[src/rtl/dctag_pkg.sv]
package dctag_pkg;

  localparam int NUM_WAYS = 4;
  localparam int WAY_W    = $clog2(NUM_WAYS);
  localparam int STATE_HI = 29;
  localparam int STATE_LO = 25;
  localparam int LRU_HI   = 21;
  localparam int LRU_LO   = 14;

  typedef enum logic [2:0] {
    ST_INV  = 3'd0,
    ST_CSHR = 3'd1,
    ST_NCEC = 3'd2,
    ST_NCED = 3'd3,
    ST_CEC  = 3'd4,
    ST_CED  = 3'd5,
    ST_BAD  = 3'd7
  } stateCode_e;

  typedef struct packed {
    logic             load;
    logic             clearAcc;
    logic             takeLru;
    logic             lastWay;
    logic [WAY_W-1:0] way;
  } ctrlStrobe_t;

  function automatic stateCode_e decodeState(input logic [4:0] raw);
    case (raw)
      5'h00:   return ST_INV;
      5'h0F:   return ST_CSHR;
      5'h13:   return ST_NCEC;
      5'h19:   return ST_NCED;
      5'h16:   return ST_CEC;
      5'h1C:   return ST_CED;
      default: return ST_BAD;
    endcase
  endfunction

endpackage

[src/rtl/dctag_ctrl.sv]
module dctag_ctrl
  import dctag_pkg::*;
(
  input  logic        clk,
  input  logic        rst_n,
  input  logic        tagValid,
  input  logic        setStart,
  output ctrlStrobe_t strb
);

  logic [WAY_W-1:0] wayCnt;
  logic [WAY_W-1:0] curWay;

  assign curWay = setStart ? '0 : wayCnt;

  always_ff @(posedge clk or negedge rst_n) begin
    if (!rst_n) begin
      wayCnt <= '0;
    end else if (tagValid) begin
      wayCnt <= (curWay == WAY_W'(NUM_WAYS - 1)) ? '0 : curWay + 1'b1;
    end
  end

  always_comb begin
    strb.load     = tagValid;
    strb.clearAcc = tagValid && setStart;
    strb.takeLru  = tagValid && (curWay == '0);
    strb.lastWay  = tagValid && (curWay == WAY_W'(NUM_WAYS - 1));
    strb.way      = curWay;
  end

endmodule

[src/rtl/dctag_dp.sv]
module dctag_dp
  import dctag_pkg::*;
#(
  parameter int TAG_HI_W = 32,
  parameter int TAG_LO_W = 40,
  parameter int PTAG_LSB = 13,
  parameter int UPAR_LO  = 26,
  parameter int UPAR_BIT = 11,
  parameter int LPAR_BIT = 10
) (
  input  logic                  clk,
  input  logic                  rst_n,
  input  ctrlStrobe_t           strb,
  input  logic [TAG_HI_W-1:0]   tagHi,
  input  logic [TAG_LO_W-1:0]   tagLo,
  input  logic [PTAG_LSB-1:0]   setIdx,
  output logic                  outValid,
  output logic [WAY_W-1:0]      outWay,
  output stateCode_e            stateCode,
  output logic                  wayStateErr,
  output logic                  wayAddrErr,
  output logic [TAG_LO_W-1:0]   physAddr,
  output logic                  setStateErr,
  output logic                  setAddrErr,
  output logic [LRU_HI-LRU_LO:0] lruOrder,
  output logic                  setDone
);

  localparam int LRU_W = LRU_HI - LRU_LO + 1;

  stateCode_e nxtCode;
  logic       stateBad;
  logic       upperBad;
  logic       lowerBad;
  logic       addrBad;
  logic       accS;
  logic       accA;
  logic [TAG_HI_W-LRU_W-5-1:0] unusedHi;
  logic [PTAG_LSB-2-1:0]        unusedLo;

  assign unusedHi = {tagHi[TAG_HI_W-1:STATE_HI+1], tagHi[STATE_LO-1:LRU_HI+1],
                     tagHi[LRU_LO-1:0]};
  assign unusedLo = {tagLo[PTAG_LSB-1:UPAR_BIT+1], tagLo[LPAR_BIT-1:0]};

  assign nxtCode  = decodeState(tagHi[STATE_HI:STATE_LO]);
  assign stateBad = (nxtCode == ST_BAD);
  assign upperBad = (^tagLo[TAG_LO_W-1:UPAR_LO]) ^ tagLo[UPAR_BIT];
  assign lowerBad = (^tagLo[UPAR_LO-1:PTAG_LSB]) ^ tagLo[LPAR_BIT];
  assign addrBad  = !stateBad && (upperBad || lowerBad);

  // Flags from earlier beats are dropped on a new set
  assign accS = strb.clearAcc ? 1'b0 : setStateErr;
  assign accA = strb.clearAcc ? 1'b0 : setAddrErr;

  always_ff @(posedge clk or negedge rst_n) begin
    if (!rst_n) begin
      outValid    <= 1'b0;
      outWay      <= '0;
      stateCode   <= ST_INV;
      wayStateErr <= 1'b0;
      wayAddrErr  <= 1'b0;
      physAddr    <= '0;
      setStateErr <= 1'b0;
      setAddrErr  <= 1'b0;
      lruOrder    <= '0;
      setDone     <= 1'b0;
    end else begin
      outValid <= strb.load;
      setDone  <= strb.lastWay;
      if (strb.load) begin
        outWay      <= strb.way;
        stateCode   <= nxtCode;
        wayStateErr <= stateBad;
        wayAddrErr  <= addrBad;
        physAddr    <= {tagLo[TAG_LO_W-1:PTAG_LSB], setIdx};
        setStateErr <= accS | stateBad;
        setAddrErr  <= accA | addrBad;
      end
      if (strb.takeLru) begin
        lruOrder <= tagHi[LRU_HI:LRU_LO];
      end
    end
  end

endmodule

[src/rtl/dctag_validator.sv]
module dctag_validator
  import dctag_pkg::*;
#(
  parameter int TAG_HI_W = 32,
  parameter int TAG_LO_W = 40,
  parameter int PTAG_LSB = 13,
  parameter int UPAR_LO  = 26,
  parameter int UPAR_BIT = 11,
  parameter int LPAR_BIT = 10
) (
  input  logic                clk,
  input  logic                rst_n,
  input  logic                tagValid,
  input  logic                setStart,
  input  logic [TAG_HI_W-1:0] tagHi,
  input  logic [TAG_LO_W-1:0] tagLo,
  input  logic [PTAG_LSB-1:0] setIdx,
  output logic                outValid,
  output logic [WAY_W-1:0]    outWay,
  output logic [2:0]          stateCode,
  output logic                wayStateErr,
  output logic                wayAddrErr,
  output logic [TAG_LO_W-1:0] physAddr,
  output logic                setStateErr,
  output logic                setAddrErr,
  output logic [7:0]          lruOrder,
  output logic                setDone
);

  ctrlStrobe_t strb;
  stateCode_e  codeQ;

  dctag_ctrl i_ctrl (
    .clk      (clk),
    .rst_n    (rst_n),
    .tagValid (tagValid),
    .setStart (setStart),
    .strb     (strb)
  );

  dctag_dp #(
    .TAG_HI_W (TAG_HI_W),
    .TAG_LO_W (TAG_LO_W),
    .PTAG_LSB (PTAG_LSB),
    .UPAR_LO  (UPAR_LO),
    .UPAR_BIT (UPAR_BIT),
    .LPAR_BIT (LPAR_BIT)
  ) i_dp (
    .clk         (clk),
    .rst_n       (rst_n),
    .strb        (strb),
    .tagHi       (tagHi),
    .tagLo       (tagLo),
    .setIdx      (setIdx),
    .outValid    (outValid),
    .outWay      (outWay),
    .stateCode   (codeQ),
    .wayStateErr (wayStateErr),
    .wayAddrErr  (wayAddrErr),
    .physAddr    (physAddr),
    .setStateErr (setStateErr),
    .setAddrErr  (setAddrErr),
    .lruOrder    (lruOrder),
    .setDone     (setDone)
  );

  assign stateCode = codeQ;

endmodule

[config.mk]
export PLATFORM = sky130hd
export DESIGN_NAME = dctag_validator
export DESIGN_NICKNAME = d
export VERILOG_FILES = /design/src/rtl/dctag_pkg.sv /design/src/rtl/dctag_ctrl.sv /design/src/rtl/dctag_dp.sv /design/src/rtl/dctag_validator.sv
export SDC_FILE = /design/constraint.sdc
export NUM_CORES = 1
export LEC_CHECK = 0
export BUFFER_PORTS_ARGS = -buffer_cell sky130_fd_sc_hd__buf_2
export CAP_MARGIN = 10
export CORE_ASPECT_RATIO = 1.1
export CORE_UTILIZATION = 45
export CTS_CLUSTER_DIAMETER = 60
export DETAILED_ROUTE_END_ITERATION = 8
export PLACE_DENSITY = 0.8
export SKIP_LAST_GASP = 1
export SLEW_MARGIN = 10
export SYNTH_ARGS = -nofsm -noshare
export SYNTH_HDL_FRONTEND = slang
export SYNTH_HIERARCHICAL = 1
export SYNTH_SLANG_ARGS = --single-unit
[constraint.sdc]
create_clock -name clk -period 1.95 [get_ports clk]
set_input_delay 0.39 -clock clk [delete_from_list [all_inputs] [get_ports clk]]
set_output_delay 0.39 -clock clk [all_outputs]
set_load 0.05 [all_outputs]
* Word-level counts from Yosys, hierarchy flattened
Cells that the tools add are included.
** Word-level totals
- Register bits :: 61
- Word-level logic and storage cells :: 38
- Input port bits :: 89
- Output and inout port bits :: 59
** Cells by class
- Bitwise logic cells :: 4
- Reduce and logical (&&, ||, !) cells :: 10
- Mux-type cells :: 5
- Eq/ne operators :: 7
- Add/sub/neg operators :: 1
** Operator list (count)
- 5-bit equality test (second input constant) :: 4
- 3-bit case mux with 6 select lines :: 1
- 14-bit XOR reduction :: 1
- 13-bit XOR reduction :: 1
- 5-bit by 4-bit equality test with 1-bit output (second input constant) :: 1
- 5-bit zero test :: 1
- 1-bit logical AND :: 4
- 2-bit 2-to-1 mux :: 2
- 3-bit equality test (second input constant) :: 1
- 2-bit by 1-bit adder with 2-bit output (second input constant) :: 1
- 2-bit equality test (second input constant) :: 1
- 2-bit zero test :: 1
- 1-bit 2-to-1 mux :: 2
- 1-bit bitwise OR :: 2
- 1-bit bitwise XOR :: 2
- 1-bit zero test :: 1
- 1-bit logical OR :: 1

* Logic depth before layout (Yosys ltp)
- Word-level depth :: 6
- Gate-level depth with buffers :: 6
- Gate-level depth less buffers :: 5

* By module
The synthesis kept the hierarchy.
** By module, submodules not included
- dctag_dp :: cells each 182, sequential area each 1476.4 um^2, area each 2595.0 um^2, times used 1
- dctag_ctrl :: cells each 15, sequential area each 50.0 um^2, area each 152.6 um^2, times used 1

* Worst setup path before layout
Ideal clock, no wire load.
- Kind :: input to register
- Start :: in tagHi[26]
- End :: reg i_dp.wayAddrErr
- Path buffers :: 1
- Cell stages on the path :: 6
- Data arrival time :: 1529 ps
- Required time :: 1872 ps
- Path slack :: 343 ps
- Setup time :: 78 ps
- Path through :: buf_4 or4_4 a21oi_2 a21oi_1 or2_1 o2bb2ai_1
** On the way
- Cells in the longest elaborated chain, start to end :: 5
- Elaborated cells between the ends (all ways) :: 10
- Classes of those cells :: 6 x eq/ne; 1 x mux; 3 x reduce/logical
** RTL lines
- from (decl) :: RTL line dctag_validator.sv:15 : input logic [TAG_HI_W-1:0] tagHi,
- 5-bit equality test, or another cell as far along :: RTL line dctag_pkg.sv:29 : case (raw)
- 3-bit case mux with 6 select lines (*) :: RTL line dctag_pkg.sv:29
- 3-bit equality test (*) :: RTL line dctag_dp.sv:46 : assign stateBad = (nxtCode == ST_BAD);
- 1-bit zero test (*) :: RTL line dctag_dp.sv:49 : assign addrBad = !stateBad && (upperBad || lowerBad);
- 1-bit logical AND (*) :: RTL line dctag_dp.sv:49
- to (signal assigned) :: RTL line dctag_dp.sv:74 : wayAddrErr <= addrBad;
- to (decl) :: RTL line dctag_dp.sv:21 : output logic wayAddrErr,
Mark *: on every way between the ends. The rest lies on a longest branch, timed or not.
A chain may end at the register's enable or synchronous reset.

* Final worst setup path
- Start :: in tagLo[18]
- End :: reg i_dp.wayAddrErr
** On the way
- Cells in the longest elaborated chain, start to end :: 4
** RTL lines
- from (decl) :: RTL line dctag_validator.sv:16 : input logic [TAG_LO_W-1:0] tagLo,
- 13-bit XOR reduction :: RTL line dctag_dp.sv:48 : assign lowerBad = (^tagLo[UPAR_LO-1:PTAG_LSB]) ^ tagLo[LPAR_BIT];
- 1-bit bitwise XOR :: RTL line dctag_dp.sv:48
- 1-bit logical OR :: RTL line dctag_dp.sv:49
- 1-bit logical AND :: RTL line dctag_dp.sv:49
Every way passes these cells.

==> impl_metrics.xml <==
<?xml version="1.0" encoding="UTF-8"?>
<metrics>
  <group name="critical_path">
    <metric name="timing.critical_path.arrival" unit="ns">1.69</metric>
    <metric name="worstReg2RegStart" unit="">i_ctrl/wayCnt[0]$_DFFE_PN0P_</metric>
    <metric name="reg2reg_to" unit="">i_dp/lruOrder[2]$_DFFE_PN0P_</metric>
    <metric name="critical_path_peak_fanout" unit="">2</metric>
    <metric name="crit_type" unit="">primary input to flop</metric>
    <metric name="endpoint" unit="">i_dp/wayAddrErr$_DFFE_PN0P_</metric>
    <metric name="crit_path_end_kind" unit="">flop</metric>
    <metric name="cp.required" unit="ns">2.15</metric>
    <metric name="r2r_setup_slack" unit="ns">0.51</metric>
    <metric name="start_kind" unit="">primary input</metric>
    <metric name="reg2regPathDepth" unit="">4</metric>
    <metric name="critical_path.startpoint" unit="">tagLo[18]</metric>
  </group>
  <group name="synthesis">
    <metric name="ys_top_cells_by_area" unit="">dfrtp_1 56%, mux2_2 21%, xnor2_1 5.4%</metric>
    <metric name="netlist.top_cell.by_area" unit="">dfrtp_1</metric>
    <metric name="synthesis.yosys.warnings" unit="">6</metric>
    <metric name="synthesis.nets" unit="">288</metric>
    <metric name="postSynth.asyncResetShare" unit="%">100</metric>
    <metric name="yosysMostFrequentCell" unit="">dfrtp_1</metric>
    <metric name="synth_cell_type_count" unit="">36</metric>
    <metric name="postSynthCellCount" unit="">197</metric>
    <metric name="synth-edff-count" unit="">0</metric>
    <metric name="synthDominantCellAreaShare" unit="%">55.6</metric>
    <metric name="seq_area_frac_synth" unit="%">55.6</metric>
    <metric name="number_of_flip_flops_and_latches_in_the_synthesized_netlist" unit="">61</metric>
    <metric name="ys_top_cells_by_count" unit="">61 x dfrtp_1, 51 x mux2_2, 17 x xnor2_1, 6 x nand2_1, 6 x nor2_1</metric>
    <metric name="synth_top_flop_cell" unit="">dfrtp_1</metric>
    <metric name="synth.avg_cell_area" unit="sq um">13.9</metric>
    <metric name="post_synth_instance_area" unit="sq um">2750</metric>
  </group>
  <group name="route">
    <metric name="routed-via-count" unit="">1933</metric>
    <metric name="ant_nets" unit="">0</metric>
    <metric name="postRouteWirelength" unit="um">5340</metric>
    <metric name="post-route-drc-count" unit="">0</metric>
    <metric name="detail_route.wl_per_cell" unit="um">13.4</metric>
    <metric name="vias_per_cell" unit="">4.86</metric>
    <metric name="drt_first_iter_violations" unit="">51</metric>
    <metric name="drt_first_pass_iters" unit="">4</metric>
  </group>
  <group name="grt">
    <metric name="met2_track_demand_over_resource" unit="%">31.6</metric>
    <metric name="grt.met1_usage" unit="%">20.0</metric>
    <metric name="grt_antenna_before_repair" unit="">0</metric>
    <metric name="grt_util_all_layers" unit="%">18.0</metric>
    <metric name="grt_overflow" unit="">0</metric>
    <metric name="grt_first_pass_wirelength" unit="um">8870</metric>
    <metric name="grt_max_degree" unit="">62</metric>
    <metric name="grt_most_used_layer" unit="">met2</metric>
    <metric name="globalRouteMet3Util" unit="%">4.04</metric>
    <metric name="grt_pass1_vias" unit="">1951</metric>
  </group>
  <group name="layout">
    <metric name="multiInputGateArea" unit="sq um">1140</metric>
    <metric name="register_area" unit="sq um">1530</metric>
    <metric name="drive_above_1_share" unit="%">59.8</metric>
    <metric name="final_net_count" unit="">408</metric>
    <metric name="final.fill_count" unit="">476</metric>
    <metric name="antennaDiodeCount" unit="">0</metric>
    <metric name="area_growth" unit="%">32.8</metric>
    <metric name="finalNonFillerCells" unit="">398</metric>
  </group>
  <group name="cts">
    <metric name="clk_pin_slew" unit="ns">0.07</metric>
    <metric name="post_cts.resized_instances" unit="">0</metric>
    <metric name="cts_hold_buffers" unit="">0</metric>
    <metric name="cts-buffers-inserted" unit="">9</metric>
    <metric name="tritoncts_clock_tree" unit="">yes</metric>
    <metric name="clock_latency" unit="ns">0.32</metric>
    <metric name="cts_sinks" unit="">61</metric>
    <metric name="post_cts.repair.setup_buffers" unit="">0</metric>
    <metric name="cts.htree.levels" unit="">3</metric>
    <metric name="clock_root_buffer" unit="">clkbuf_8</metric>
    <metric name="ctsLongestPathBuffers" unit="">2</metric>
  </group>
  <group name="timing">
    <metric name="report.final.slew_viol_count" unit="">0</metric>
    <metric name="timing.final.setup_violations" unit="">0</metric>
    <metric name="rsz_0062_raised_after_global_routing" unit="">false</metric>
    <metric name="worst_pin_slew" unit="ns">0.338</metric>
    <metric name="finalHoldViolations" unit="">0</metric>
    <metric name="worst_slew_margin_rel" unit="%">77.5</metric>
    <metric name="layout_worst_path_cycle_share" unit="%">76.1</metric>
    <metric name="timing.final.crit_period" unit="ns">1.48</metric>
    <metric name="fin_setup_tns" unit="ns">0</metric>
    <metric name="fin_worst_skew" unit="ns">0.00570</metric>
    <metric name="maxClockFrequency" unit="MHz">674</metric>
  </group>
  <group name="placement">
    <metric name="place_congestion" unit="">0.694</metric>
    <metric name="hpwlAfterDp" unit="um">4050</metric>
    <metric name="dp.cells" unit="">383</metric>
    <metric name="buffer_ports.inserted" unit="">117</metric>
  </group>
  <group name="power">
    <metric name="power_density" unit="nW/um^2">1130</metric>
    <metric name="vdd.ir_drop.worst" unit="V">0.000589</metric>
    <metric name="power_leakage" unit="nW">1.78</metric>
  </group>
  <group name="run">
    <metric name="max-cap-violations" unit="">0</metric>
  </group>
  <group name="floorplanning">
    <metric name="core-area" unit="sq um">5840</metric>
    <metric name="io-pin-count" unit="">148</metric>
    <metric name="chipHeight" unit="um">84.0</metric>
    <metric name="start_util" unit="%">47.0</metric>
    <metric name="floorplan.die_area" unit="sq um">6420</metric>
    <metric name="die-width" unit="um">76.5</metric>
    <metric name="floorplan.rows" unit="">29</metric>
  </group>
  <group name="min_path">
    <metric name="hp-class" unit="">primary input to asynchronous set/reset pin</metric>
  </group>
  <group name="run_status">
    <metric name="outcome" unit="">finished clean</metric>
  </group>
</metrics>
[cells in the final DEF (no fill, tap or decap), types with 2 or more instances in the layout]
master and instances:
nand3_1 2, xor2_1 2, clkbuf_8 11, ha_1 2, o21ai_0 3, a21oi_1 5
and2_1 3, mux2_2 51, nand2b_1 2, xnor2_1 17, dfrtp_1 61, nor2_1 6
inv_1 3, bufinv_16 3, xnor3_1 5, nand2_1 6, buf_4 3, buf_2 117
[stage by stage]
stage | util, % | area, sq um | hold slack [ns] | power [mW] | worst slack (ns)
final | 62.5 | 3650 | 0.0464 | 4.14 | 0.467
after detailed placement | 58.2 | 3400 | 0.425 | 2.81 | 0.135
after global routing | 62.5 | 3650 | 0.0777 | 4.31 | 0.363
after global placement | 58.2 | 3400 | 0.420 | 2.78 | 0.174
after CTS | 62.5 | 3650 | 0.0657 | 4.20 | 0.471
after floorplan | - | 2750 | 0.0944 | 2.47 | 0.343
[registers in the layout, summed over array words and instances, names as in the netlist, 2 cells and up]
| name | cells |
|---|---|
| i_ctrl/wayCnt | 2 |
| i_dp/lruOrder | 8 |
| i_dp/outWay | 2 |
| i_dp/physAddr | 40 |
| i_dp/stateCode | 3 |
[worst min path at each step]
stage | startpoint | to | slack, ns | cells past startpoint
after floorplan | rst_n | i_ctrl/wayCnt[0]$_DFFE_PN0P_ | 0.09 | 0
after global placement | rst_n | i_dp/lruOrder[5]$_DFFE_PN0P_ | 0.42 | 2
after detailed placement | rst_n | i_dp/lruOrder[4]$_DFFE_PN0P_ | 0.42 | 2
after CTS | rst_n | i_dp/physAddr[5]$_DFFE_PN0P_ | 0.07 | 2
after global routing | rst_n | i_dp/lruOrder[2]$_DFFE_PN0P_ | 0.08 | 2
final | rst_n | i_dp/lruOrder[2]$_DFFE_PN0P_ | 0.05 | 2
[logic make-up (layout without fill, tap and decap cells)]
kind of cell	count (synthesis)	count (layout)	synth area share, %
mux	52	52	21.4
buf+inv	16	140	3.10
simple gates	27	27	5.56
compound gates	15	15	3.28
fa+ha+maj	2	2	0.911
xor+xnor	24	24	10.2
flops	61	61	55.6
[report_power, final]
group | leakage, nW | switching [mW] | internal (mW)
combinational | 0.946 | 0.846 | 0.415
clock | 0.125 | 0.452 | 0.910
sequential | 0.711 | 0.0802 | 1.43
total | 1.78 | 1.38 | 2.76
[per-layer routing]
layer | up-vias | part of all wire (%)
met5 | - | 0
met4 | 0 | 2.1
met3 | 11 | 5.1
met2 | 74 | 53
met1 | 932 | 40
li1 | 916 | -
[area by class of cell]
class / count / area share (%)
multi-input combinational: 120 / 31.1
inverter: 4 / 0.412
clock inverter: 4 / 2.61
timing repair buffer: 121 / 17.2
clock buffer: 11 / 4.15
tap: 77 / 2.64
sequential: 61 / 41.8
[critical path, cell delays in order]
cell       delay (ns)
buf_2            0.11
xor2_1           0.14
xnor3_1          0.40
xnor3_1          0.39
nor2_1           0.15
o2bb2ai_1        0.10
(Power assumes the default switching activity.)
